**src/rtl/dram_mux_pkg.sv**
```systemverilog
package dram_mux_pkg;

  typedef enum logic [2:0] {
    SEQ_IDLE,
    SEQ_ROW,
    SEQ_COL,
    SEQ_PRE,
    SEQ_REF
  } seq_state_e;

  typedef struct packed {
    logic e_rise;
    logic e_fall;
    logic q_rise;
    logic q_fall;
  } clk_evt_t;

endpackage

```
**src/rtl/dram_phase_detect.sv**
```systemverilog
module dram_phase_detect
  import dram_mux_pkg::*;
(
  input  logic     clk,
  input  logic     rst_n,
  input  logic     e_in,
  input  logic     q_in,
  output clk_evt_t evt
);

  logic e_d;
  logic q_d;

  always_ff @(posedge clk or negedge rst_n) begin
    if (!rst_n) begin
      e_d <= 1'b0;
      q_d <= 1'b0;
    end else begin
      e_d <= e_in;
      q_d <= q_in;
    end
  end

  assign evt.e_rise = e_in & ~e_d;
  assign evt.e_fall = ~e_in & e_d;
  assign evt.q_rise = q_in & ~q_d;
  assign evt.q_fall = ~q_in & q_d;

endmodule

```
**src/rtl/dram_refresh_ctr.sv**
```systemverilog
module dram_refresh_ctr #(
  parameter int ROW_W         = 8,
  parameter int REFRESH_EVERY = 14
) (
  input  logic             clk,
  input  logic             rst_n,
  input  logic             e_fall,
  input  logic             ref_done,
  output logic             ref_due,
  output logic [ROW_W-1:0] ref_row
);

  localparam int CNT_W = (REFRESH_EVERY > 1) ? $clog2(REFRESH_EVERY) : 1;
  localparam logic [CNT_W-1:0] LAST    = CNT_W'(REFRESH_EVERY - 1);
  localparam logic [ROW_W-1:0] ROW_ONE = ROW_W'(1);

  logic [CNT_W-1:0] ecnt;

  assign ref_due = e_fall && (ecnt == LAST);

  always_ff @(posedge clk or negedge rst_n) begin
    if (!rst_n) begin
      ecnt <= '0;
    end else if (e_fall) begin
      ecnt <= (ecnt == LAST) ? '0 : ecnt + CNT_W'(1);
    end
  end

  always_ff @(posedge clk or negedge rst_n) begin
    if (!rst_n) begin
      ref_row <= '0;
    end else if (ref_done) begin
      ref_row <= ref_row + ROW_ONE;
    end
  end


  ecnt_range_chk: assert property (@(posedge clk) disable iff (!rst_n)
    ecnt <= LAST);


  row_step_chk: assert property (@(posedge clk) disable iff (!rst_n)
    (ref_row != $past(ref_row)) |-> (ref_row == $past(ref_row) + ROW_ONE));

endmodule

```
**src/rtl/dram_access_seq.sv**
```systemverilog
module dram_access_seq
  import dram_mux_pkg::*;
#(
  parameter int ADDR_W        = 16,
  parameter int ROW_W         = 8,
  parameter int PRECHARGE_CYC = 1
) (
  input  logic              clk,
  input  logic              rst_n,
  input  clk_evt_t          evt,
  input  logic [ADDR_W-1:0] addr,
  input  logic              rnw,
  input  logic              rom_hit,
  input  logic              ref_due,
  input  logic [ROW_W-1:0]  ref_row,
  output logic              ref_done,
  output logic [ROW_W-1:0]  dram_addr,
  output logic              ras_n,
  output logic              cas_n,
  output logic              we_n,
  output logic              rom_en_n
);

  localparam int COL_W = ADDR_W - ROW_W;
  localparam int PRE_W = $clog2(PRECHARGE_CYC + 1);
  localparam logic [PRE_W-1:0] PRE_INIT = PRE_W'(PRECHARGE_CYC);
  localparam logic [PRE_W-1:0] PRE_ONE  = PRE_W'(1);

  seq_state_e       state;
  logic [COL_W-1:0] col_lat;
  logic             wr_lat;
  logic [PRE_W-1:0] pre_cnt;

  assign ref_done = (state == SEQ_REF) && (evt.q_rise || evt.e_rise);

  always_ff @(posedge clk or negedge rst_n) begin
    if (!rst_n) begin
      state     <= SEQ_IDLE;
      ras_n     <= 1'b1;
      cas_n     <= 1'b1;
      we_n      <= 1'b1;
      dram_addr <= '0;
      col_lat   <= '0;
      wr_lat    <= 1'b0;
      pre_cnt   <= '0;
    end else begin
      unique case (state)
        SEQ_IDLE: begin
          if (evt.e_rise && !rom_hit) begin
            ras_n     <= 1'b0;
            dram_addr <= addr[ROW_W-1:0];
            col_lat   <= addr[ADDR_W-1:ROW_W];
            wr_lat    <= ~rnw;
            state     <= SEQ_ROW;
          end else if (ref_due) begin
            pre_cnt <= PRE_INIT;
            state   <= SEQ_PRE;
          end
        end
        SEQ_ROW, SEQ_COL: begin
          if (evt.e_fall) begin
            ras_n <= 1'b1;
            cas_n <= 1'b1;
            we_n  <= 1'b1;
            if (ref_due) begin
              pre_cnt <= PRE_INIT;
              state   <= SEQ_PRE;
            end else begin
              state <= SEQ_IDLE;
            end
          end else if (state == SEQ_ROW && evt.q_fall) begin
            dram_addr <= ROW_W'(col_lat);
            we_n      <= ~wr_lat;
            state     <= SEQ_COL;
          end else if (state == SEQ_COL) begin
            cas_n <= 1'b0;
          end
        end
        SEQ_PRE: begin
          if (evt.e_rise) begin
            state <= SEQ_IDLE;
          end else if (pre_cnt == PRE_ONE) begin
            ras_n     <= 1'b0;
            dram_addr <= ref_row;
            state     <= SEQ_REF;
          end else begin
            pre_cnt <= pre_cnt - PRE_ONE;
          end
        end
        SEQ_REF: begin
          if (evt.q_rise || evt.e_rise) begin
            ras_n <= 1'b1;
            state <= SEQ_IDLE;
          end
        end
        default: state <= SEQ_IDLE;
      endcase
    end
  end

  always_ff @(posedge clk or negedge rst_n) begin
    if (!rst_n) begin
      rom_en_n <= 1'b1;
    end else if (evt.e_rise && rom_hit && rnw) begin
      rom_en_n <= 1'b0;
    end else if (evt.e_fall) begin
      rom_en_n <= 1'b1;
    end
  end


  cas_needs_ras_chk: assert property (@(posedge clk) disable iff (!rst_n)
    !cas_n |-> !ras_n);


  we_needs_ras_chk: assert property (@(posedge clk) disable iff (!rst_n)
    !we_n |-> !ras_n);


  cas_after_row_chk: assert property (@(posedge clk) disable iff (!rst_n)
    $fell(cas_n) |-> !$past(ras_n));


  release_on_e_low_chk: assert property (@(posedge clk) disable iff (!rst_n)
    evt.e_fall |=> (ras_n && cas_n && we_n && rom_en_n));


  rom_no_dram_chk: assert property (@(posedge clk) disable iff (!rst_n)
    !rom_en_n |-> (ras_n && cas_n));


  rom_start_chk: assert property (@(posedge clk) disable iff (!rst_n)
    $fell(rom_en_n) |-> $past(evt.e_rise));

endmodule

```
**src/rtl/dram_addr_ctrl.sv**
```systemverilog
module dram_addr_ctrl
  import dram_mux_pkg::*;
#(
  parameter int                ADDR_W        = 16,
  parameter logic [ADDR_W-1:0] ROM_BASE      = 'h8000,
  parameter int                REFRESH_EVERY = 14,
  parameter int                PRECHARGE_CYC = 1
) (
  input  logic                  clk,
  input  logic                  rst_n,
  input  logic [ADDR_W-1:0]     cpu_addr,
  input  logic                  cpu_rnw,
  input  logic                  cpu_e,
  input  logic                  cpu_q,
  output logic [ADDR_W/2-1:0]   dram_addr,
  output logic                  dram_ras_n,
  output logic                  dram_cas_n,
  output logic                  dram_we_n,
  output logic                  rom_en_n
);

  localparam int ROW_W = ADDR_W / 2;

  clk_evt_t         evt;
  logic             rom_hit;
  logic             ref_due;
  logic             ref_done;
  logic [ROW_W-1:0] ref_row;

  assign rom_hit = (cpu_addr >= ROM_BASE);

  dram_phase_detect i_phase (
    .clk   (clk),
    .rst_n (rst_n),
    .e_in  (cpu_e),
    .q_in  (cpu_q),
    .evt   (evt)
  );

  dram_refresh_ctr #(
    .ROW_W         (ROW_W),
    .REFRESH_EVERY (REFRESH_EVERY)
  ) i_refresh (
    .clk      (clk),
    .rst_n    (rst_n),
    .e_fall   (evt.e_fall),
    .ref_done (ref_done),
    .ref_due  (ref_due),
    .ref_row  (ref_row)
  );

  dram_access_seq #(
    .ADDR_W        (ADDR_W),
    .ROW_W         (ROW_W),
    .PRECHARGE_CYC (PRECHARGE_CYC)
  ) i_seq (
    .clk       (clk),
    .rst_n     (rst_n),
    .evt       (evt),
    .addr      (cpu_addr),
    .rnw       (cpu_rnw),
    .rom_hit   (rom_hit),
    .ref_due   (ref_due),
    .ref_row   (ref_row),
    .ref_done  (ref_done),
    .dram_addr (dram_addr),
    .ras_n     (dram_ras_n),
    .cas_n     (dram_cas_n),
    .we_n      (dram_we_n),
    .rom_en_n  (rom_en_n)
  );

endmodule

```
**config.mk**
```make
export PLATFORM = sky130hd
export DESIGN_NAME = dram_addr_ctrl
export DESIGN_NICKNAME = d
export VERILOG_FILES = /design/src/rtl/dram_mux_pkg.sv /design/src/rtl/dram_phase_detect.sv /design/src/rtl/dram_refresh_ctr.sv /design/src/rtl/dram_access_seq.sv /design/src/rtl/dram_addr_ctrl.sv
export SDC_FILE = /design/constraint.sdc
export NUM_CORES = 1
export LEC_CHECK = 0
export BUFFER_PORTS_ARGS = -buffer_cell sky130_fd_sc_hd__buf_4
export CAP_MARGIN = 20
export CORE_ASPECT_RATIO = 1.4
export CORE_MARGIN = 5
export CORE_UTILIZATION = 24
export DETAILED_ROUTE_END_ITERATION = 10
export HOLD_SLACK_MARGIN = 0.1
export PLACE_DENSITY = 0.41
export RECOVER_POWER = 100
export REMOVE_ABC_BUFFERS = 1
export SYNTH_ARGS = -nofsm -noshare
export SYNTH_HDL_FRONTEND = slang
export SYNTH_SLANG_ARGS = --single-unit
```
**constraint.sdc**
```tcl
create_clock -name clk -period 1.9 [get_ports clk]
set_input_delay 0.285 -clock clk [delete_from_list [all_inputs] [get_ports clk]]
set_output_delay 0.285 -clock clk [all_outputs]
set_load 0.03 [all_outputs]
```
==> results.yml, run 1 <==
status:
  run_status: "finished, final reports clean"
clocking:
  htreeDepth: 2
  clock_latency_ns: 0.28
  cts_tree: "done"
  clock_path_buffers: 2
  clkTransAtPathRegs_ns: 0.06
  cts_sinks: 39
  cts_root_buffer: "clkbuf_16"
  cts_buffers: 5
global_routing:
  grt_pass1_wl_um: 8286
  overflow: 0
  grt_max_degree: 40
  grt_use_total_pct: 10.30
  grt_pass1_vias: 1619
  antenna_found_initial: 0
routing:
  drt-total-wl_um: 5032
  vias: 1529
  viasPerCell: 4.647
  wl_per_cell_um: 15.29
  ant_nets: 0
  dr.pass1.iters: 4
  drcViolationCount: 0
  first_iter_violations: 46
synth:
  synthDistinctLibCells: 46
  yosysTopAreaCell: "dfrtp_1"
  seq_area_frac_synth_pct: 48.48
  synth_edf_count: 0
  synth_area_mm2: 0.002023
  syn-instance-count: 181
  async_flop_share_pct: 100.0
  yosys_warnings: 0
  avgSynthCellArea_um2: 11.18
  synth_ff_type: "dfrtp_1"
  yosysTopAreaCellShare_pct: 43.29
  ys_seq_elements: 39
  netlist_top_cells_area: "dfrtp_1, mux2_2, dfstp_2"
die:
  row_count: 39
  pin_count: 33
  die_area_mm2: 0.01039
  die_x_um: 87.60
  core-area_mm2: 0.008198
  die_h_um: 118.6
  initial_core_util_pct: 24.68
final_layout:
  drive_gt1_share_pct: 32.60
  area_delta_synth_final_pct: 25.91
  nNetsFinal: 248
  n_antenna_cell: 0
  layout_commonest_cell: "dfrtp_1"
  final_cell_mix: "dfrtp_1, buf_4, mux2_2, nand2_1, clkbuf_1"
  nFillCells: 892
timing:
  min_period_ns: 1.862
  slew_headroom_pct: 31.65
  timing.fmax_mhz: 537.1
  tightestPinTransition_ns: 1.025
  slew_viol_final: 0
  holdWs_ns: 0.1717
  hold_viol: 0
  period_share_pct: 98.00
  setup-violations-final: 0
  rsz0062_at_grt: "true"
  skew_ns: 0.005969
power:
  max-vdd-ir-drop_uv: 499.4
  p_leak_nw: 1.080
  p_total_mw: 4.331
  p_per_area_mw_per_mm2: 1700
critical_path:
  cp.arrival_ns: 2.03
  crit_fanout: 8
  critPathKind: "reg2reg"
  crit_required_ns: 2.06
  start_kind: "flop"
  worst_setup_path_end_kind: "flop"
hold_path:
  hp-class: "in2reg"
placement:
  hpwl_um: 3833
  gp_congestion: 0.7710
  io_buffers: 32
flow_run:
  maxCapViolations: 0
-- critical path: stages, from the launching register on --
cell	delay [ns]
dfrtp_1	0.40
or4_4	0.54
o21ai_1	0.12
and3_1	0.22
buf_12	0.14
mux2_2	0.32
-- cell families (layout without fill, tap and decap cells) --
logic type	Yosys count	after routing	synth area share (%)
simple gates	53	53	14.35
flops	39	39	48.48
xor+xnor	10	10	4.329
mux	26	26	14.41
buf+inv	12	58	3.896
fa+ha+maj	2	2	1.113
compound gates	39	39	13.42
-- flip-flops by register name (all words and copies together) (netlist names), 3 cells and up --
name / flops
i_seq.col_lat: 8
i_seq.state: 3
i_refresh.ref_row: 8
i_seq.dram_addr: 8
i_refresh.ecnt: 4
-- path summary, 6_finish.rpt --
path / slack (ns) / endpoint / from / depth (start not counted)
max: 0.04 / i_seq.dram_addr[0] / i_seq.state[2] / 5
max in group asynchronous: 0.56 / i_seq.state[2] / rst_n / 2
min: 0.17 / i_seq.rom_en_n / cpu_rnw / 2
min in group asynchronous: 0.71 / i_seq.dram_addr[5] / rst_n / 2
min reg2reg: 0.45 / i_seq.we_n / i_seq.wr_lat / 1
max reg2reg: 0.04 / i_seq.dram_addr[0] / i_seq.state[2] / 5
-- power by group --
group | switching, mW | internal [mW] | leakage, nW | total (mW)
sequential | 0.250 | 1.16 | 0.481 | 1.41
clock | 0.343 | 0.484 | 0.0658 | 0.827
combinational | 1.10 | 0.993 | 0.533 | 2.10
-- what timing repair did --
action,CTS,global route
setup buffers,0,1
hold buffers,1,0
setup endpoints to repair,0,11
gates resized for setup,0,3
hold endpoints to repair,35,0
-- cell usage after synthesis, types with 2 or more instances --
library cell  instances
dfrtp_1              35
mux2_2               23
nand2_1              21
o21ai_0              13
a22oi_1               8
nor2_1                7
xnor2_1               7
clkbuf_1              5
buf_6                 4
dfstp_2               4
a21oi_1               3
nand2b_1              3
nand4_1               3
nor2b_1               3
xor2_1                3
a21o_1                2
and3_1                2
mux2_1                2
nor2_2                2
nor3_1                2
nor3b_1               2
o211ai_1              2
o21ai_1               2
-- through the flow --
step	util, %	area [µm²]	instances	setup slack, ns	TNS (ns)
2_1_floorplan	-	1954	171	-0.2251	-1.856
3_3_place_gp	29.76	2440	319	0.01327	0
3_5_place_dp	29.76	2440	319	0.03706	0
4_1_cts	31.65	2595	328	0.02227	0
5_1_grt	31.07	2547	329	-0.03910	-0.1792
6_report	31.07	2547	329	0.03808	0
-- final cells by class --
cell class	count	area [µm²]	area share (%)
sequential	39	980.9	38.51
multi-input combinational	130	963.4	37.82
timing repair buffer	48	320.3	12.57
tap	102	127.6	5.010
clock buffer	5	125.1	4.912
clock inverter	3	20.02	0.7859
inverter	2	10.01	0.3929
-- per-layer routing --
metal  routed length (µm)  up-vias  share of wire [%]  track usage, %
li1                     -      745                  -               -
met1                 2135      750                 42           12.65
met2                 2648       29                 53           17.74
met3                  180        5                3.6           2.366
met4                   68        0                1.4           2.879
met5                    0        -                  0               0
(Power assumes the default switching activity.)
==> inputs of run 2 (changes only) <==
--- a/config.mk
+++ b/config.mk
@@ -6,9 +6,9 @@
 export NUM_CORES = 1
 export LEC_CHECK = 0
 export BUFFER_PORTS_ARGS = -buffer_cell sky130_fd_sc_hd__buf_4
-export CAP_MARGIN = 20
+export CAP_MARGIN = 15
 export CORE_ASPECT_RATIO = 1.4
-export CORE_MARGIN = 5
+export CORE_MARGIN = 8
 export CORE_UTILIZATION = 24
 export DETAILED_ROUTE_END_ITERATION = 10
 export HOLD_SLACK_MARGIN = 0.1
@@ -17,4 +17,5 @@
 export REMOVE_ABC_BUFFERS = 1
 export SYNTH_ARGS = -nofsm -noshare
 export SYNTH_HDL_FRONTEND = slang
+export SYNTH_HIERARCHICAL = 1
 export SYNTH_SLANG_ARGS = --single-unit
==> results.yml, run 2 <==
synth:
  synthDistinctLibCells: 45
  synth_ff_type: "dfrtp_1"
  syn-instance-count: 202
  synth_area_mm2: 0.002107
  ys_seq_elements: 39
  yosysTopAreaCell: "dfrtp_1"
  async_flop_share_pct: 100.0
  synth_commonest_cells: "dfrtp_1, a21oi_1, mux2i_1"
  avgSynthCellArea_um2: 10.43
  synth_edf_count: 0
  yosys_warnings: 6
  yosysMostFrequentCell: "dfrtp_1"
  seq_area_frac_synth_pct: 46.56
  yosysTopAreaCellShare_pct: 41.57
  netlist_top_cells_area: "dfrtp_1, mux2i_1, dfstp_2"
critical_path:
  critPathKind: "reg2reg"
  start_kind: "flop"
  cp.arrival_ns: 1.96
  crit_fanout: 8
  worst_setup_path_end_kind: "flop"
  crit_required_ns: 2.07
clocking:
  post_cts_buffers: 0
  htreeDepth: 2
  cts_hold_buf: 1
  clock_latency_ns: 0.28
  cts_buffers: 5
  cts_resized: 0
  cts_root_buffer: "clkbuf_16"
  clock_path_buffers: 2
  cts_tree: "done"
  clkTransAtPathRegs_ns: 0.06
  cts_sinks: 39
final_layout:
  final_area_mm2: 0.002603
  multi_input_area_mm2: 0.001016
  final_cell_mix: "dfrtp_1, buf_4, a21oi_1, clkbuf_1, mux2i_1"
  nFillCells: 890
  top_regs: "i_refresh/ref_row: 8 flops, i_seq/col_lat: 8 flops, i_seq/dram_addr: 8 flops"
  final_core_util_pct: 30.41
  nNetsFinal: 267
  layout_commonest_cell: "dfrtp_1"
  n_antenna_cell: 0
  area_delta_synth_final_pct: 23.52
  area.sequential_um2: 980.9
  drive_gt1_share_pct: 23.17
timing:
  slew_viol_final: 0
  setup_slack_ns: 0.1119
  rsz0062_at_grt: "false"
  skew_ns: 0.002297
  period_share_pct: 94.11
  min_period_ns: 1.788
  timing.fmax_mhz: 559.2
  tightestPinTransition_ns: 0.9909
  setup-violations-final: 0
  slew_headroom_pct: 33.94
  holdWs_ns: 0.1375
  hold_viol: 0
routing:
  viasPerCell: 4.712
  wl_per_cell_um: 15.64
  drcViolationCount: 0
  vias: 1654
  first_iter_violations: 58
  drt-total-wl_um: 5490
  ant_nets: 0
  dr.pass1.iters: 4
power:
  max-vdd-ir-drop_uv: 437.9
  p_total_mw: 3.549
  p_per_area_mw_per_mm2: 1364
  p_leak_nw: 1.198
die:
  pin_count: 33
  initial_core_util_pct: 24.62
  die_x_um: 95.19
  die_h_um: 126.9
  core-area_mm2: 0.008558
  row_count: 40
  die_area_mm2: 0.01208
global_routing:
  grt_pass1_vias: 1726
  grt_max_degree: 40
  antenna_found_initial: 0
  grt_use_total_pct: 9.584
  grt_pass1_wl_um: 8887
  overflow: 0
placement:
  placed_area_mm2: 0.002535
  gp_congestion: 0.8071
  place_ws_ns: 0.07997
  io_buffers: 32
  hpwl_um: 4160
status:
  run_status: "finished, final reports clean"
hold_path:
  hp-class: "in2reg"
flow_run:
  maxCapViolations: 0
run 2: changes by cell type in the layout (fill, tap and decap cells not counted), sizes merged, moves of 4 or more:
cell	before	now
a211oi	1	9
a21oi	3	20
a22oi	8	0
and2b	0	5
clkbuf	22	26
inv	2	10
mux2	25	9
mux2i	1	16
nand2	21	12
nand3	1	5
o21ai	15	9
run 2: routing by layer:
metal	track usage, %	wire, µm	vias to the layer above
met3	2.302	192	6
met1	10.48	2255	819
met4	4.428	113	0
li1	-	-	805
met2	16.71	2929	24
met5	0	0	-
run 2: worst paths after layout:
path	to	slack, ns	start	depth (start not counted)
worst min-delay path	i_phase/e_d	0.14	cpu_e	1
min in group asynchronous	i_refresh/ecnt[3]	0.69	rst_n	2
worst max register to register	i_seq/col_lat[1]	0.11	i_phase/e_d	6
worst min register to register	i_refresh/ref_row[7]	0.47	i_refresh/ref_row[7]	1
worst max-delay path	i_seq/col_lat[1]	0.11	i_phase/e_d	6
max in group asynchronous	i_seq/state[2]	0.58	rst_n	2
run 2: logic make-up after synthesis:
group	synth area share [%]
XOR/XNOR	3.325
flip-flops	46.56
multiplexers	12.41
AND/OR/NAND/NOR	15.50
buffers and inverters	4.691
AO/OA/AOI/OAI	16.92
adder cells (fa/ha/maj)	0.5937
run 2: worst max-delay path: stages, from the launching register on:
cell      delay [ns]
dfrtp_1         0.37
and2b_1         0.35
nand2b_2        0.13
buf_4           0.17
nand3b_1        0.19
buf_4           0.20
mux2_2          0.27
run 2: report_power, final:
part           switching, mW  internal [mW]
Sequential             0.230           1.11
Clock                  0.327          0.485
Combinational          0.802          0.592
Total                   1.36           2.19
run 2: per-stage QoR:
step | TNS [ns] | cells
4_1_cts | 0 | 351
5_1_grt | 0 | 351
6_report | 0 | 351
2_1_floorplan | -0.5227 | 191
3_3_place_gp | 0 | 342
3_5_place_dp | 0 | 342
run 2: final cells by class:
cell class              instances  area share (%)
multi-input cells             142           39.04
flip-flops and latches         39           37.69
repair buffers                 47           11.49
clock buffers                   7           5.096
well taps                     105           5.048
inverters                      10           1.442
clock inverters                 1          0.1923
==> inputs of run 3 (changes only) <==
--- a/config.mk
+++ b/config.mk
@@ -12,6 +12,7 @@
 export CORE_UTILIZATION = 24
 export DETAILED_ROUTE_END_ITERATION = 10
 export HOLD_SLACK_MARGIN = 0.1
+export MAX_ROUTING_LAYER = met4
 export PLACE_DENSITY = 0.41
 export RECOVER_POWER = 100
 export REMOVE_ABC_BUFFERS = 1
==> results.yml, run 3 (synthesis gave the netlist of run 2 again) <==
routing:
  wl_per_cell_um: 15.61
  drt-total-wl_um: 5478
  viasPerCell: 4.701
  dr.pass1.iters: 4
  drcViolationCount: 0
  first_iter_violations: 53
  vias: 1650
  ant_nets: 0
global_routing:
  use_met2_pct: 16.80
  grt_pass1_vias: 1720
  grt_use_total_pct: 9.817
  grt_pass1_wl_um: 8873
  globalRouteMet3Util_pct: 2.302
  busiest_layer: "met2"
  grtUsageMet1_pct: 10.33
  overflow: 0
  grt_max_degree: 40
  antenna_found_initial: 0
power:
  p_int_mw: 2.190
  p_leak_nw: 1.198
  seqPwrFrac_pct: 37.8
  comb_power_share_pct: 39.3
  p_sw_share_pct: 38.29
  p_total_mw: 3.549
  switchingPower_mw: 1.359
  max-vdd-ir-drop_uv: 437.3
  p_per_area_mw_per_mm2: 1364
  clock_power_share_pct: 22.9
final_layout:
  final_cell_mix: "dfrtp_1, buf_4, a21oi_1, clkbuf_1, mux2i_1"
  fin_cells: 351
  n_antenna_cell: 0
  area.sequential_um2: 980.9
  area_delta_synth_final_pct: 23.52
  multi_input_area_mm2: 0.001016
  nFillCells: 890
  top_regs: "i_refresh/ref_row: 8 flops, i_seq/col_lat: 8 flops, i_seq/dram_addr: 8 flops"
  layout_commonest_cell: "dfrtp_1"
  drive_gt1_share_pct: 23.17
  nNetsFinal: 267
  final_core_util_pct: 30.41
clocking:
  cts_root_buffer: "clkbuf_16"
  clock_latency_ns: 0.28
  clkTransAtPathRegs_ns: 0.06
  htreeDepth: 2
  clock_path_buffers: 2
  cts_tree: "done"
  cts_buffers: 5
  cts_resized: 0
  cts_sinks: 39
timing:
  rsz0062_at_grt: "false"
  tightestPinTransition_ns: 0.9905
  skew_ns: 0.002524
  setup_slack_ns: 0.1156
  period_share_pct: 93.92
  setup-violations-final: 0
  hold_viol: 0
  slew_headroom_pct: 33.96
  slew_viol_final: 0
  timing.fmax_mhz: 560.4
  min_period_ns: 1.784
critical_path:
  r2r_slack_ns: 0.12
  critPathKind: "reg2reg"
  r2r_start: "i_phase/e_d"
  crit_fanout: 8
  cp.arrival_ns: 1.95
  worst_setup_path_end_kind: "flop"
  r2r_end: "i_seq/col_lat[1]"
  start_kind: "flop"
  r2r.worst_path.cells: 6
  crit_required_ns: 2.07
  endpoint: "i_seq/col_lat[1]"
  critPathLaunch: "i_phase/e_d"
status:
  run_status: "finished, final reports clean"
die:
  pin_count: 33
  core-area_mm2: 0.008558
  initial_core_util_pct: 24.62
  die_area_mm2: 0.01208
  row_count: 40
  die_h_um: 126.9
  die_x_um: 95.19
flow_run:
  maxCapViolations: 0
placement:
  place_ws_ns: 0.07997
  place_inst: 342
  hpwl_um: 4160
  io_buffers: 32
  gp_congestion: 0.8189
hold_path:
  hp-class: "in2reg"
-- run 3: cell counts in the layout (fill, tap and decap cells not counted) --
Identical to the previous run, type by type.
-- run 3: layout make-up --
type	count	share of cell area (%)
multi-input cells	142	39.04
flip-flops and latches	39	37.69
repair buffers	47	11.49
clock buffers	7	5.096
well taps	105	5.048
inverters	10	1.442
clock inverters	1	0.1923
-- run 3: per-stage QoR --
| stage | instance area [µm²] | hold WS [ns] | TNS (ns) |
|---|---|---|---|
| global route | 2603 | 0.1356 | 0 |
| global placement | 2535 | 0.3102 | 0 |
| floorplan | 2046 | -0.01059 | -0.5227 |
| finish | 2603 | 0.1377 | 0 |
| detailed placement | 2535 | 0.3028 | 0 |
| CTS | 2683 | 0.1134 | 0 |
-- run 3: worst max-delay path, cell delays in order (launching register included) --
cell and delay, ns:
dfrtp_1 0.37, and2b_1 0.35, nand2b_2 0.13, buf_4 0.17, nand3b_1 0.19, buf_4 0.20, mux2_2 0.27
-- run 3: per-layer routing --
layer  part of all wire [%]  routed length, µm  vias up
met3                    3.7                204        6
li1                       -                  -      804
met1                     41               2242      820
met5                      0                  0        -
met4                    2.0                112        0
met2                     53               2918       20
-- run 3: timing repair --
action,CTS,global route
endpoints found under the hold margin,35,0
hold buffers,1,0
buffers inserted,0,0
-- run 3: worst min path at each step --
stage,from,cells past startpoint,to
6_report,cpu_e,1,i_phase/e_d
5_1_grt,cpu_e,1,i_phase/e_d
4_1_cts,cpu_e,1,i_phase/e_d
3_5_place_dp,rst_n,1,i_refresh/ecnt[3]
3_3_place_gp,rst_n,1,i_refresh/ecnt[3]
2_1_floorplan,rst_n,0,i_phase/e_d
-- run 3: power by group through the flow --
stage / Clock (mW) / Sequential [mW] / Combinational [mW]
2_1_floorplan: 0 / 1.55 / 0.780
3_3_place_gp: 0 / 1.37 / 1.48
3_5_place_dp: 0 / 1.36 / 1.50
4_1_cts: 0.840 / 1.35 / 1.50
5_1_grt: 0.860 / 1.38 / 1.54
6_report: 0.812 / 1.34 / 1.39
